### src/rtl/sar_seq_pkg.sv
`timescale 1ns/1ps
package sar_seq_pkg;
  localparam int ADDR_W = 4;
  localparam int DATA_W = 32;
  localparam int CH_W   = 3;
  localparam int DLY_W  = 6;

  localparam logic [ADDR_W-1:0] OFS_RESULT  = 4'h0;
  localparam logic [ADDR_W-1:0] OFS_STATUS  = 4'h4;
  localparam logic [ADDR_W-1:0] OFS_CONTROL = 4'h8;
  localparam logic [ADDR_W-1:0] OFS_DELAY   = 4'hC;

  localparam int BIT_FLAG = 6;
  localparam int BIT_IEN  = 5;
  localparam int BIT_PWR  = 3;

  localparam logic [DLY_W-1:0] DLY_RESET = 6'd8;

  typedef enum logic [1:0] {
    SEQ_IDLE    = 2'd0,
    SEQ_SETTLE  = 2'd1,
    SEQ_RESOLVE = 2'd2
  } seq_state_t;
endpackage

### src/rtl/sar_seq_tick.sv
`timescale 1ns/1ps
module sar_seq_tick #(
  parameter int CLK_DIV = 4
) (
  input  logic clk,
  input  logic rst_n,
  output logic tick
);
  generate
    if (CLK_DIV <= 1) begin : g_every
      assign tick = 1'b1;
    end else begin : g_div
      localparam int CW = $clog2(CLK_DIV);
      localparam logic [CW-1:0] LAST = CW'(CLK_DIV - 1);
      logic [CW-1:0] cnt_q, cnt_d;

      always_comb begin
        if (cnt_q == LAST) cnt_d = '0;
        else               cnt_d = cnt_q + 1'b1;
      end

      always_ff @(posedge clk or negedge rst_n) begin
        if (!rst_n) cnt_q <= '0;
        else        cnt_q <= cnt_d;
      end

      assign tick = (cnt_q == LAST);
    end
  endgenerate
endmodule

### src/rtl/sar_seq_approx.sv
`timescale 1ns/1ps
module sar_seq_approx
  import sar_seq_pkg::*;
#(
  parameter int RES = 10
) (
  input  logic             clk,
  input  logic             rst_n,
  input  logic             tick,
  input  logic             start,
  input  logic [DLY_W-1:0] dly,
  input  logic             cmp_hi,
  output logic             busy,
  output logic             resolving,
  output logic             done,
  output logic [RES-1:0]   dac_code,
  output logic [RES-1:0]   result
);
  localparam int IDX_W = $clog2(RES);
  localparam logic [IDX_W-1:0] IDX_TOP = IDX_W'(RES - 1);

  seq_state_t       st_q, st_d;
  logic [DLY_W-1:0] cnt_q, cnt_d;
  logic [RES-1:0]   acc_q, acc_d;
  logic [RES-1:0]   res_q, res_d;
  logic [IDX_W-1:0] idx_q, idx_d;
  logic             done_d;

  always_comb begin
    st_d   = st_q;
    cnt_d  = cnt_q;
    acc_d  = acc_q;
    idx_d  = idx_q;
    res_d  = res_q;
    done_d = 1'b0;
    unique case (st_q)
      SEQ_IDLE: begin
        if (start) begin
          st_d  = SEQ_SETTLE;
          cnt_d = dly;
        end
      end
      SEQ_SETTLE: begin
        if (tick) begin
          if (cnt_q == '0) begin
            st_d  = SEQ_RESOLVE;
            acc_d = '0;
            idx_d = IDX_TOP;
          end else begin
            cnt_d = cnt_q - 1'b1;
          end
        end
      end
      SEQ_RESOLVE: begin
        if (tick) begin
          acc_d[idx_q] = cmp_hi;
          if (idx_q == '0) begin
            st_d   = SEQ_IDLE;
            res_d  = acc_d;
            done_d = 1'b1;
          end else begin
            idx_d = idx_q - 1'b1;
          end
        end
      end
      default: st_d = SEQ_IDLE;
    endcase
  end

  always_ff @(posedge clk or negedge rst_n) begin
    if (!rst_n) begin
      st_q  <= SEQ_IDLE;
      cnt_q <= '0;
      acc_q <= '0;
      idx_q <= '0;
      res_q <= '0;
    end else begin
      st_q  <= st_d;
      cnt_q <= cnt_d;
      acc_q <= acc_d;
      idx_q <= idx_d;
      res_q <= res_d;
    end
  end

  assign busy      = (st_q != SEQ_IDLE);
  assign resolving = (st_q == SEQ_RESOLVE);
  assign done      = done_d;
  assign dac_code  = resolving ? (acc_q | (RES'(1) << idx_q)) : '0;
  assign result    = res_q;
endmodule

### src/rtl/sar_seq_regs.sv
`timescale 1ns/1ps
module sar_seq_regs
  import sar_seq_pkg::*;
#(
  parameter int RES = 10
) (
  input  logic              clk,
  input  logic              rst_n,
  input  logic              wr,
  input  logic [ADDR_W-1:0] addr,
  input  logic [DATA_W-1:0] wdata,
  input  logic              busy,
  input  logic              done,
  input  logic [RES-1:0]    result,
  output logic [DATA_W-1:0] rdata,
  output logic              start,
  output logic              flag,
  output logic              ien,
  output logic              pwr,
  output logic [CH_W-1:0]   chan,
  output logic [DLY_W-1:0]  dly
);
  logic             flag_q, flag_d;
  logic             ien_q, ien_d;
  logic             pwr_q, pwr_d;
  logic [CH_W-1:0]  chan_q, chan_d;
  logic [DLY_W-1:0] dly_q, dly_d;
  logic             ctl_wr, dly_wr;
  logic             unused_wbits;

  assign ctl_wr = wr && (addr == OFS_CONTROL) && !busy;
  assign dly_wr = wr && (addr == OFS_DELAY);
  assign start  = ctl_wr && wdata[BIT_PWR];
  assign unused_wbits = ^{wdata[DATA_W-1:7], wdata[4]};

  always_comb begin
    flag_d = flag_q;
    ien_d  = ien_q;
    pwr_d  = pwr_q;
    chan_d = chan_q;
    dly_d  = dly_q;
    if (ctl_wr) begin
      ien_d  = wdata[BIT_IEN];
      pwr_d  = wdata[BIT_PWR];
      chan_d = wdata[CH_W-1:0];
      flag_d = 1'b0;
    end
    if (done) flag_d = 1'b1;
    if (dly_wr) dly_d = wdata[DLY_W-1:0];
  end

  always_ff @(posedge clk or negedge rst_n) begin
    if (!rst_n) begin
      flag_q <= 1'b0;
      ien_q  <= 1'b0;
      pwr_q  <= 1'b0;
      chan_q <= '0;
      dly_q  <= DLY_RESET;
    end else begin
      flag_q <= flag_d;
      ien_q  <= ien_d;
      pwr_q  <= pwr_d;
      chan_q <= chan_d;
      dly_q  <= dly_d;
    end
  end

  always_comb begin
    rdata = '0;
    unique case (addr)
      OFS_RESULT:  rdata = DATA_W'(result);
      OFS_STATUS:  rdata = DATA_W'(busy);
      OFS_CONTROL: begin
        rdata[BIT_FLAG]   = flag_q;
        rdata[BIT_IEN]    = ien_q;
        rdata[BIT_PWR]    = pwr_q;
        rdata[CH_W-1:0]   = chan_q;
      end
      OFS_DELAY:   rdata = DATA_W'(dly_q);
      default:     rdata = '0;
    endcase
  end

  assign flag = flag_q;
  assign ien  = ien_q;
  assign pwr  = pwr_q;
  assign chan = chan_q;
  assign dly  = dly_q;
endmodule

### src/rtl/sar_seq_ctrl.sv
`timescale 1ns/1ps
module sar_seq_ctrl
  import sar_seq_pkg::*;
#(
  parameter int RES     = 10,
  parameter int CLK_DIV = 4
) (
  input  logic              clk,
  input  logic              rst_n,
  input  logic              bus_wr,
  input  logic [ADDR_W-1:0] bus_addr,
  input  logic [DATA_W-1:0] bus_wdata,
  output logic [DATA_W-1:0] bus_rdata,
  output logic              afe_pwr_en,
  output logic [CH_W-1:0]   afe_chan,
  output logic [RES-1:0]    afe_dac_code,
  input  logic              afe_cmp_hi,
  output logic              irq
);
  logic [1:0]       rst_pipe_q;
  logic             rst_sync_n;
  logic             tick;
  logic             start, busy, resolving, done;
  logic             flag, ien, pwr;
  logic [CH_W-1:0]  chan;
  logic [DLY_W-1:0] dly;
  logic [RES-1:0]   result;

  always_ff @(posedge clk or negedge rst_n) begin
    if (!rst_n) rst_pipe_q <= 2'b00;
    else        rst_pipe_q <= {rst_pipe_q[0], 1'b1};
  end
  assign rst_sync_n = rst_pipe_q[1];

  sar_seq_tick #(.CLK_DIV(CLK_DIV)) u_tick (
    .clk   (clk),
    .rst_n (rst_sync_n),
    .tick  (tick)
  );

  sar_seq_regs #(.RES(RES)) u_regs (
    .clk    (clk),
    .rst_n  (rst_sync_n),
    .wr     (bus_wr),
    .addr   (bus_addr),
    .wdata  (bus_wdata),
    .busy   (busy),
    .done   (done),
    .result (result),
    .rdata  (bus_rdata),
    .start  (start),
    .flag   (flag),
    .ien    (ien),
    .pwr    (pwr),
    .chan   (chan),
    .dly    (dly)
  );

  sar_seq_approx #(.RES(RES)) u_approx (
    .clk       (clk),
    .rst_n     (rst_sync_n),
    .tick      (tick),
    .start     (start),
    .dly       (dly),
    .cmp_hi    (afe_cmp_hi),
    .busy      (busy),
    .resolving (resolving),
    .done      (done),
    .dac_code  (afe_dac_code),
    .result    (result)
  );

  assign afe_pwr_en = pwr;
  assign afe_chan   = chan;
  assign irq        = flag & ien;
endmodule

### config.mk
export PLATFORM = sky130hd
export DESIGN_NAME = sar_seq_ctrl
export DESIGN_NICKNAME = d
export VERILOG_FILES = /design/src/rtl/sar_seq_pkg.sv /design/src/rtl/sar_seq_tick.sv /design/src/rtl/sar_seq_approx.sv /design/src/rtl/sar_seq_regs.sv /design/src/rtl/sar_seq_ctrl.sv
export SDC_FILE = /design/constraint.sdc
export NUM_CORES = 1
export LEC_CHECK = 0
export BUFFER_PORTS_ARGS = -buffer_cell sky130_fd_sc_hd__buf_2
export CAP_MARGIN = 20
export CELL_PAD_IN_SITES_DETAIL_PLACEMENT = 0
export CELL_PAD_IN_SITES_GLOBAL_PLACEMENT = 1
export CORE_UTILIZATION = 40
export CTS_BUF_LIST = sky130_fd_sc_hd__clkbuf_16
export CTS_CLUSTER_SIZE = 20
export DETAILED_ROUTE_END_ITERATION = 7
export PLACE_DENSITY_LB_ADDON = 0.1
export REMOVE_ABC_BUFFERS = 1
export SETUP_SLACK_MARGIN = 0.02
export SYNTH_ARGS = -nofsm -noshare
export SYNTH_HDL_FRONTEND = slang
export SYNTH_SLANG_ARGS = --single-unit
### constraint.sdc
create_clock -name clk -period 2 [get_ports clk]
set_input_delay 0.1 -clock clk [delete_from_list [all_inputs] [get_ports clk]]
set_output_delay 0.1 -clock clk [all_outputs]
set_load 0.05 [all_outputs]
Word-level counts from Yosys, hierarchy flattened
Index checks and enable logic that the tools add are counted.
{"block": "totals", "ff_bits": 48, "in_bits": 40, "output_inout_bits": 47, "wordCells": 85}
{"block": "classes", "add_sub_neg": 3, "magnitude_cmp": 2, "n_eq_ne": 13, "shift": 1, "muxes": 33, "n_bitwise": 2, "n_reduce_logical": 19}
{"op": "$mux 10", "count": 4}
{"op": "$pmux 10 s2", "count": 1}
{"op": "$mux 6", "count": 3}
{"op": "$mux 4", "count": 4}
{"op": "$pmux 4 s4", "count": 1}
{"op": "$mux 2", "count": 6}
{"op": "$ne 2x2->1 const B", "count": 6}
{"op": "$pmux 2 s3", "count": 2}
{"op": "$pmux 6 s2", "count": 1}
{"op": "$bwmux 10", "count": 1}
{"op": "$or 10x10->10", "count": 1}
{"op": "$reduce_and 5->1", "count": 2}
{"op": "$shl 1x4->10 const A", "count": 1}
{"op": "$eq 4x4->1 const B", "count": 2}
{"op": "$logic_not 4->1", "count": 2}
{"op": "$pmux 4 s2", "count": 1}
{"op": "$reduce_and 4->1", "count": 2}
{"op": "$reduce_bool 2->1", "count": 4}
{"op": "$logic_not 6->1", "count": 1}
{"op": "$mux 1", "count": 6}
{"op": "$sub 6x1->6 const B", "count": 1}
{"op": "$logic_and 1x1->1", "count": 5}
{"op": "$lt 4x5->1 const B", "count": 1}
{"op": "$demux 1 s4", "count": 1}
{"op": "13 further kinds", "count": 14}

Depth between registers and ports, before layout
Gate-level depths: netlist of the first run.
{"block": "depth", "ltp_word": 7, "mapped_depth": 7, "depth_no_buf": 6}

Cells and area by module
From an unflattened synthesis of the first run, not the netlist that was laid out.
{"block": "unflattened", "hier_cells": 314, "hier_area_um2": 2896.5}
{"mod": "sar_seq_approx", "n_inst": 1, "cells_each": 222, "area_per_inst_um2": 1891.8, "seq_area_each_um2": 800.8}
{"mod": "sar_seq_regs", "n_inst": 1, "cells_each": 84, "area_per_inst_um2": 878.3, "seq_area_each_um2": 301.5}
{"mod": "sar_seq_tick", "n_inst": 1, "cells_each": 4, "area_per_inst_um2": 66.3, "seq_area_each_um2": 50.0}
{"mod": "sar_seq_ctrl", "n_inst": 1, "cells_each": 4, "area_per_inst_um2": 60.1, "seq_area_each_um2": 50.0}

Worst setup path after synthesis of the first run
Ideal clock, no wire load.
{"block": "synth_timing", "kind": "flip-flop to output port", "startpoint": "reg u_approx.st_q[0]", "endpoint": "out afe_dac_code[5]", "arrival_time_ns": 1.884, "slack_ns": 0.016, "stages_incl_launch_ff": 6, "path_cell_list": "dfrtp_1 > inv_1 > ha_1 > clkbuf_1 > clkbuf_1 > nor2b_1"}
{"block": "synth_via", "elab_chain_len": 2}
{"element": "start, declared", "line_no": "sar_seq_approx.sv:22", "rtl": "seq_state_t st_q, st_d;"}
{"element": "start signal, assigned", "line_no": "sar_seq_approx.sv:78", "rtl": "st_q <= st_d;"}
{"element": "$eq 2x2->1", "line_no": "sar_seq_approx.sv:87", "rtl": "assign resolving = (st_q == SEQ_RESOLVE);"}
{"element": "$mux 10", "line_no": "sar_seq_approx.sv:89", "rtl": "assign dac_code = resolving ? (acc_q | (RES'(1) << idx_q)) : '0;"}
{"element": "end, declared", "line_no": "sar_seq_ctrl.sv:16", "rtl": "output logic [RES-1:0] afe_dac_code,"}
Every way passes these cells.

Worst setup path in the final report of the first run
{"block": "layout_timing", "startpoint": "reg u_approx.idx_q[1]", "endpoint": "out afe_dac_code[0]"}
{"block": "layout_via", "elab_chain_len": 3}
{"element": "start, declared", "line_no": "sar_seq_approx.sv:26", "rtl": "logic [IDX_W-1:0] idx_q, idx_d;"}
{"element": "start signal, assigned", "line_no": "sar_seq_approx.sv:81", "rtl": "idx_q <= idx_d;"}
{"element": "$shl 1x4->10", "line_no": "sar_seq_approx.sv:89"}
{"element": "$or 10x10->10", "line_no": "sar_seq_approx.sv:89"}
{"element": "$mux 10", "line_no": "sar_seq_approx.sv:89"}
Every way passes these cells.

==> results of run 1 <==
sequential cells by signal, indices dropped and copies added (netlist names), 2 cells and up:
| register | flops |
|---|---|
| u_approx.cnt_q | 6 |
| u_tick.g_div.cnt_q | 2 |
| u_approx.result | 10 |
| rst_pipe_q | 2 |
| u_approx.idx_q | 4 |
| u_regs.dly | 6 |
| u_regs.chan | 3 |
| u_approx.acc_q | 10 |
| u_approx.st_q | 2 |
final cells by class:
cell class,count,area [um2]
Fill cell,731,3810
Multi-Input combinational cell,232,1660
Sequential cell,48,1200
Timing Repair Buffer,51,309
Clock buffer,5,125
Tap cell,99,124
Inverter,13,48.8
Clock inverter,3,11.3
metal layers:
layer | vias to the layer above | global-route usage | share of wire
met5 | - | 0 | 0
met4 | 0 | 0.0346 | 0.0062
met3 | 4 | 0.0332 | 0.033
met2 | 43 | 0.291 | 0.46
met1 | 1049 | 0.254 | 0.51
li1 | 1126 | - | -
worst reg2reg max path, cell delays in order, from the launching register on:
cell and delay (ns):
dfrtp_1 0.41, buf_4 0.15, ha_1 0.22, buf_4 0.16, mux2i_1 0.12, a21oi_2 0.27, nand2_1 0.12, mux2_2 0.28
cells by family (layout without fill, tap and decap cells):
| group | after synthesis | in the layout | share of synthesized area |
|---|---|---|---|
| buffers and inverters | 49 | 72 | 0.0940 |
| adder cells (fa/ha/maj) | 13 | 13 | 0.0534 |
| AND/OR/NAND/NOR | 104 | 104 | 0.204 |
| AO/OA/AOI/OAI | 65 | 65 | 0.152 |
| multiplexers | 27 | 27 | 0.0994 |
| flip-flops | 48 | 48 | 0.395 |
| other | 2 | 23 | 0.00246 |
power breakdown:
part	internal [mW]	switching, mW
clock network	0.450	0.342
registers	1.24	0.274
logic	0.799	1.25
worst paths after layout:
check	end	slack [ns]	cells after the start	from
setup reg to reg	u_approx.cnt_q[1]	0.15	7	u_approx.st_q[0]
max in group asynchronous	u_approx.acc_q[9]	1.27	1	rst_pipe_q[1]
hold / removal	u_regs.dly[4]	0.05	2	bus_wdata[4]
setup / recovery	afe_dac_code[0]	0.11	7	u_approx.idx_q[1]
min in group asynchronous	rst_pipe_q[0]	0.12	2	rst_n
hold reg to reg	u_approx.idx_q[0]	0.22	0	rst_pipe_q[1]
stage by stage:
stage	hold slack [ns]	instances	setup TNS, ns	area [um2]
after floorplan	-0.196	293	-0.293	2890
after global placement	-0.115	439	0	3280
after detailed placement	-0.108	439	0	3280
after CTS	0.0489	448	0	3440
after global routing	0.0543	451	0	3480
final	0.0521	451	0	3480
placed cells by master (no fill, tap or decap), drive strengths merged, types with 2 or more instances in the layout:
| master | n |
|---|---|
| buf | 50 |
| dfrtp | 47 |
| nand2 | 24 |
| conb | 23 |
| inv | 15 |
| o21ai | 14 |
| and2 | 14 |
| mux2i | 13 |
| nor2 | 13 |
| ha | 13 |
| mux2 | 13 |
| nor3 | 12 |
| a21oi | 9 |
| nand2b | 8 |
| nor3b | 8 |
| o21a | 7 |
| nor2b | 6 |
| a21o | 6 |
| a31oi | 6 |
| nand3 | 5 |
| a211oi | 5 |
| clkbuf | 5 |
| and3 | 5 |
| a311oi | 4 |
| a221o | 4 |
| or2 | 2 |
| and2b | 2 |
| o2bb2ai | 2 |
| nor4b | 2 |
timing repair:
item	in CTS	in global routing
pin swaps	0	1
hold endpoints to repair	2	0
hold buffers	1	0
resized for setup	3	8
setup endpoints to repair	1	18
setup buffers	0	3
cells in the mapped netlist, types with 6 or more instances:
cell and n:
a21oi_1 8, mux2_2 10, buf_4 23, inv_1 13, nand2b_1 8, mux2i_1 13, a31oi_1 6, nor3_1 11
ha_1 13, and2_1 11, buf_2 7, dfrtp_1 47, a21o_1 6, nand2_1 23, o21ai_0 13, nor2b_1 6
o21a_1 7, nor2_1 12
==> results.json, run 1 <==
{
  "synthTopCellsByArea": "dfrtp_1 39%, buf_4 5.7%, ha_1 5.3%",
  "drc": 0,
  "min_path_type": "in2reg",
  "vias": 2222,
  "clkTransAtPathRegs_ns": 0.06,
  "syn_avg_cell_area_um2": 9.89,
  "rsz0062_at_grt": "no",
  "critical_path_peak_fanout": 5,
  "ios": 87,
  "clkLatencyLatePin_ns": 0.28,
  "critPathArrivalTime_ns": 1.79,
  "total_power_mw": 4.36,
  "root_buffer": "clkbuf_16",
  "row_count": 31,
  "start_util": 0.418,
  "crit_type": "reg2out",
  "final_util": 0.478,
  "crit_family": "buffers and inverters",
  "start_kind": "register",
  "synthArstFlopShare": 1.00,
  "ys_seq_area_frac": 0.395,
  "p_leak_nw": 1.66,
  "hold_violations": 0,
  "cts_htree_levels": 2,
  "cp_slowest_stage_delay_ns": 0.40,
  "drt_iter0_drc": 102,
  "ys_ff_latch": 48,
  "grt_max_degree": 30,
  "cp_cell_sequence": "inv_1, ha_1, buf_4, ha_1, nor2b_1, o21a_1, buf_2",
  "cellPowerDensity_mw_per_mm2": 1250,
  "fin_nets": 404,
  "wl_per_cell_um": 14.7,
  "finalSetupViolCount": 0,
  "syn_area_mm2": 0.00305,
  "overflow": 0,
  "portBuffers": 38,
  "grt_pass1_wl_mm": 10.9,
  "wirelength_mm": 6.64,
  "viasPerCell": 4.93,
  "synth_area_leader_cell": "dfrtp_1",
  "antenna_left": 0,
  "diodes": 0,
  "slew_violations": 0,
  "synthFlopType": "dfrtp_1",
  "cts_made_buffers": 5,
  "cpMostUsedCell": "ha_1",
  "maxCapViolCount": 0,
  "min_period_ns": 1.89,
  "post-place-ws_ns": 0.101,
  "die_x_um": 89.3,
  "synthCells": 308,
  "ir_worst_vdd_uv": 530,
  "ys_types": 55,
  "area_growth_pct": 14.4,
  "core_mm2": 0.00729,
  "die-area_mm2": 0.00797,
  "yosysWarnings": 0,
  "critPathRequiredTime_ns": 1.90,
  "grt_pass1_vias": 2119,
  "endpoint_kind": "primary output",
  "critical_path.slowest_cell": "dfrtp_1",
  "dieHeight_um": 89.3,
  "cts.sinks": 48,
  "timing.final.ws_setup_ns": 0.105,
  "finClkSkew_ns": 0.00483,
  "crit_buf_inv": 3,
  "grt_util_all_layers": 0.180,
  "dr.pass1.iters": 4,
  "final_layout_size_suffix_gt1_frac": 0.259,
  "clockBufferDepth": 2,
  "outcome": "complete, no violations",
  "gp_congestion": 0.801,
  "cts_tree": "yes",
  "synth_top_area_frac": 0.386,
  "period_share": 0.947,
  "fmax_mhz": 528,
  "antenna_found_initial": 0,
  "synth_edf_count": 0,
  "hpwl_mm": 4.93
}
Power figures use the tool's default switching activity.
==> run 2: changes to the inputs <==
--- a/config.mk
+++ b/config.mk
@@ -7,10 +7,9 @@
 export LEC_CHECK = 0
 export BUFFER_PORTS_ARGS = -buffer_cell sky130_fd_sc_hd__buf_2
 export CAP_MARGIN = 20
-export CELL_PAD_IN_SITES_DETAIL_PLACEMENT = 0
-export CELL_PAD_IN_SITES_GLOBAL_PLACEMENT = 1
-export CORE_UTILIZATION = 40
+export CORE_UTILIZATION = 50
 export CTS_BUF_LIST = sky130_fd_sc_hd__clkbuf_16
+export CTS_CLUSTER_DIAMETER = 80
 export CTS_CLUSTER_SIZE = 20
 export DETAILED_ROUTE_END_ITERATION = 7
 export PLACE_DENSITY_LB_ADDON = 0.1
==> results.json, run 2 (same netlist as run 1, synthesis figures left out) <==
{
  "crit_type": "reg2out",
  "finalSetupViolCount": 0,
  "gp_congestion": 0.861,
  "ios": 87,
  "fill_cells": 526,
  "rsz0062_at_grt": "no",
  "wl_per_cell_um": 15.0,
  "clockBufferDepth": 2,
  "cts_htree_levels": 2,
  "maxCapViolCount": 0,
  "endpoint_kind": "primary output",
  "reg2reg_from": "u_approx.cnt_q[0]",
  "slew_violations": 0,
  "grt_pass1_wl_mm": 10.6,
  "clkTransAtPathRegs_ns": 0.07,
  "wirelength_mm": 6.38,
  "period_share": 0.957,
  "fmax_mhz": 523,
  "cts.sinks": 48,
  "grt_util_all_layers": 0.217,
  "root_buffer": "clkbuf_16",
  "final_common_cell": "dfrtp_1",
  "drt_iter0_drc": 100,
  "min_path_type": "in2reg",
  "timing.hold.ws_ns": 0.0296,
  "overflow": 0,
  "die-area_mm2": 0.00641,
  "r2r_cells": 6,
  "grt_max_degree": 20,
  "start_util": 0.518,
  "area_growth_pct": 13.7,
  "critPathArrivalTime_ns": 1.81,
  "die_x_um": 80.1,
  "grt_pass1_vias": 2142,
  "ir_worst_vdd_uv": 585,
  "hpwl_mm": 4.68,
  "fin_nets": 402,
  "p_leak_nw": 1.65,
  "min_period_ns": 1.91,
  "dpl-instance-area_mm2": 0.00323,
  "antenna_left": 0,
  "drc": 0,
  "hold_path.startpoint": "bus_wdata[1]",
  "diodes": 0,
  "reg2reg_to": "u_approx.idx_q[0]",
  "clkLatencyLatePin_ns": 0.29,
  "final_layout_size_suffix_gt1_frac": 0.257,
  "row_count": 28,
  "antenna_found_initial": 0,
  "vias": 2275,
  "hold_depth": 3,
  "dieHeight_um": 80.1,
  "hold_violations": 0,
  "hold_end": "u_regs.dly[1]",
  "stdcell_area_mm2": 0.00346,
  "cellPowerDensity_mw_per_mm2": 1300,
  "start_kind": "register",
  "dr.pass1.iters": 5,
  "portBuffers": 38,
  "outcome": "complete, no violations",
  "cts_tree": "yes",
  "viasPerCell": 5.35,
  "core_mm2": 0.00589,
  "critPathRequiredTime_ns": 1.90,
  "cts_made_buffers": 5,
  "finClkSkew_ns": 0.00479,
  "r2r_setup_slack_ns": 0.13,
  "final_cell_mix": "45 x dfrtp_1, 34 x buf_2, 23 x nand2_1, 23 x conb_1",
  "critical_path_peak_fanout": 5
}
-- run 2: timing repair --
item                       in CTS  in global routing
gates resized for setup         4                 10
setup buffers                   0                  2
cloned                          0                  0
hold buffers                    1                  0
setup endpoints to repair       3                 15
hold endpoints to repair        2                  0
-- run 2: where the power goes --
group	total, mW	leakage [nW]	switching [mW]	internal [mW]
Clock	0.954	0.0798	0.366	0.588
Combinational	2.01	1.03	1.23	0.779
Sequential	1.53	0.543	0.290	1.24
-- run 2: through the flow --
stage	utilization	power, mW	setup WS, ns	cells	setup TNS (ns)
after detailed placement	0.549	3.49	0.130	414	0
after global placement	0.549	3.46	0.161	414	0
after CTS	0.582	4.50	0.0271	423	0
after floorplan	-	2.99	-0.0648	293	-0.293
final	0.589	4.49	0.0865	425	0
after global routing	0.589	4.79	0.0252	425	0
-- run 2: critical path, cell delays in order, from the launching register on --
cell and delay (ns):
dfrtp_2 0.40, inv_1 0.07, ha_1 0.21, buf_4 0.16, ha_1 0.18, nor2b_1 0.13
o21a_1 0.19, buf_4 0.19
-- run 2: worst max path at each step --
stage / from / endpoint / slack (ns) / cells past startpoint
2_1_floorplan: u_approx.st_q[1] / u_approx.acc_q[0] / -0.06 / 6
3_3_place_gp: u_approx.cnt_q[0] / u_approx.acc_q[7] / 0.16 / 7
3_5_place_dp: u_approx.cnt_q[0] / u_approx.acc_q[4] / 0.13 / 7
4_1_cts: u_approx.st_q[0] / afe_dac_code[5] / 0.03 / 5
5_1_grt: u_approx.st_q[1] / bus_rdata[0] / 0.03 / 6
6_report: u_approx.idx_q[0] / afe_dac_code[0] / 0.09 / 7
-- run 2: cell type report --
class | instances | area, um2 | area share
clock buffer | 5 | 125 | 0.0361
clock inverter | 3 | 42.5 | 0.0123
inverter | 13 | 48.8 | 0.0141
multi-input combinational | 232 | 1660 | 0.479
sequential | 48 | 1200 | 0.348
tap | 75 | 93.8 | 0.0271
timing repair buffer | 49 | 289 | 0.0834
-- run 2: routing by layer --
| metal | vias to the layer above | part of all wire | track usage | routed length, um |
|---|---|---|---|---|
| li1 | 1126 | - | - | - |
| met1 | 1085 | 0.48 | 0.294 | 3080 |
| met2 | 56 | 0.47 | 0.353 | 2980 |
| met3 | 8 | 0.035 | 0.0330 | 223 |
| met4 | 0 | 0.014 | 0.0696 | 91 |
| met5 | - | 0 | 0 | 0 |
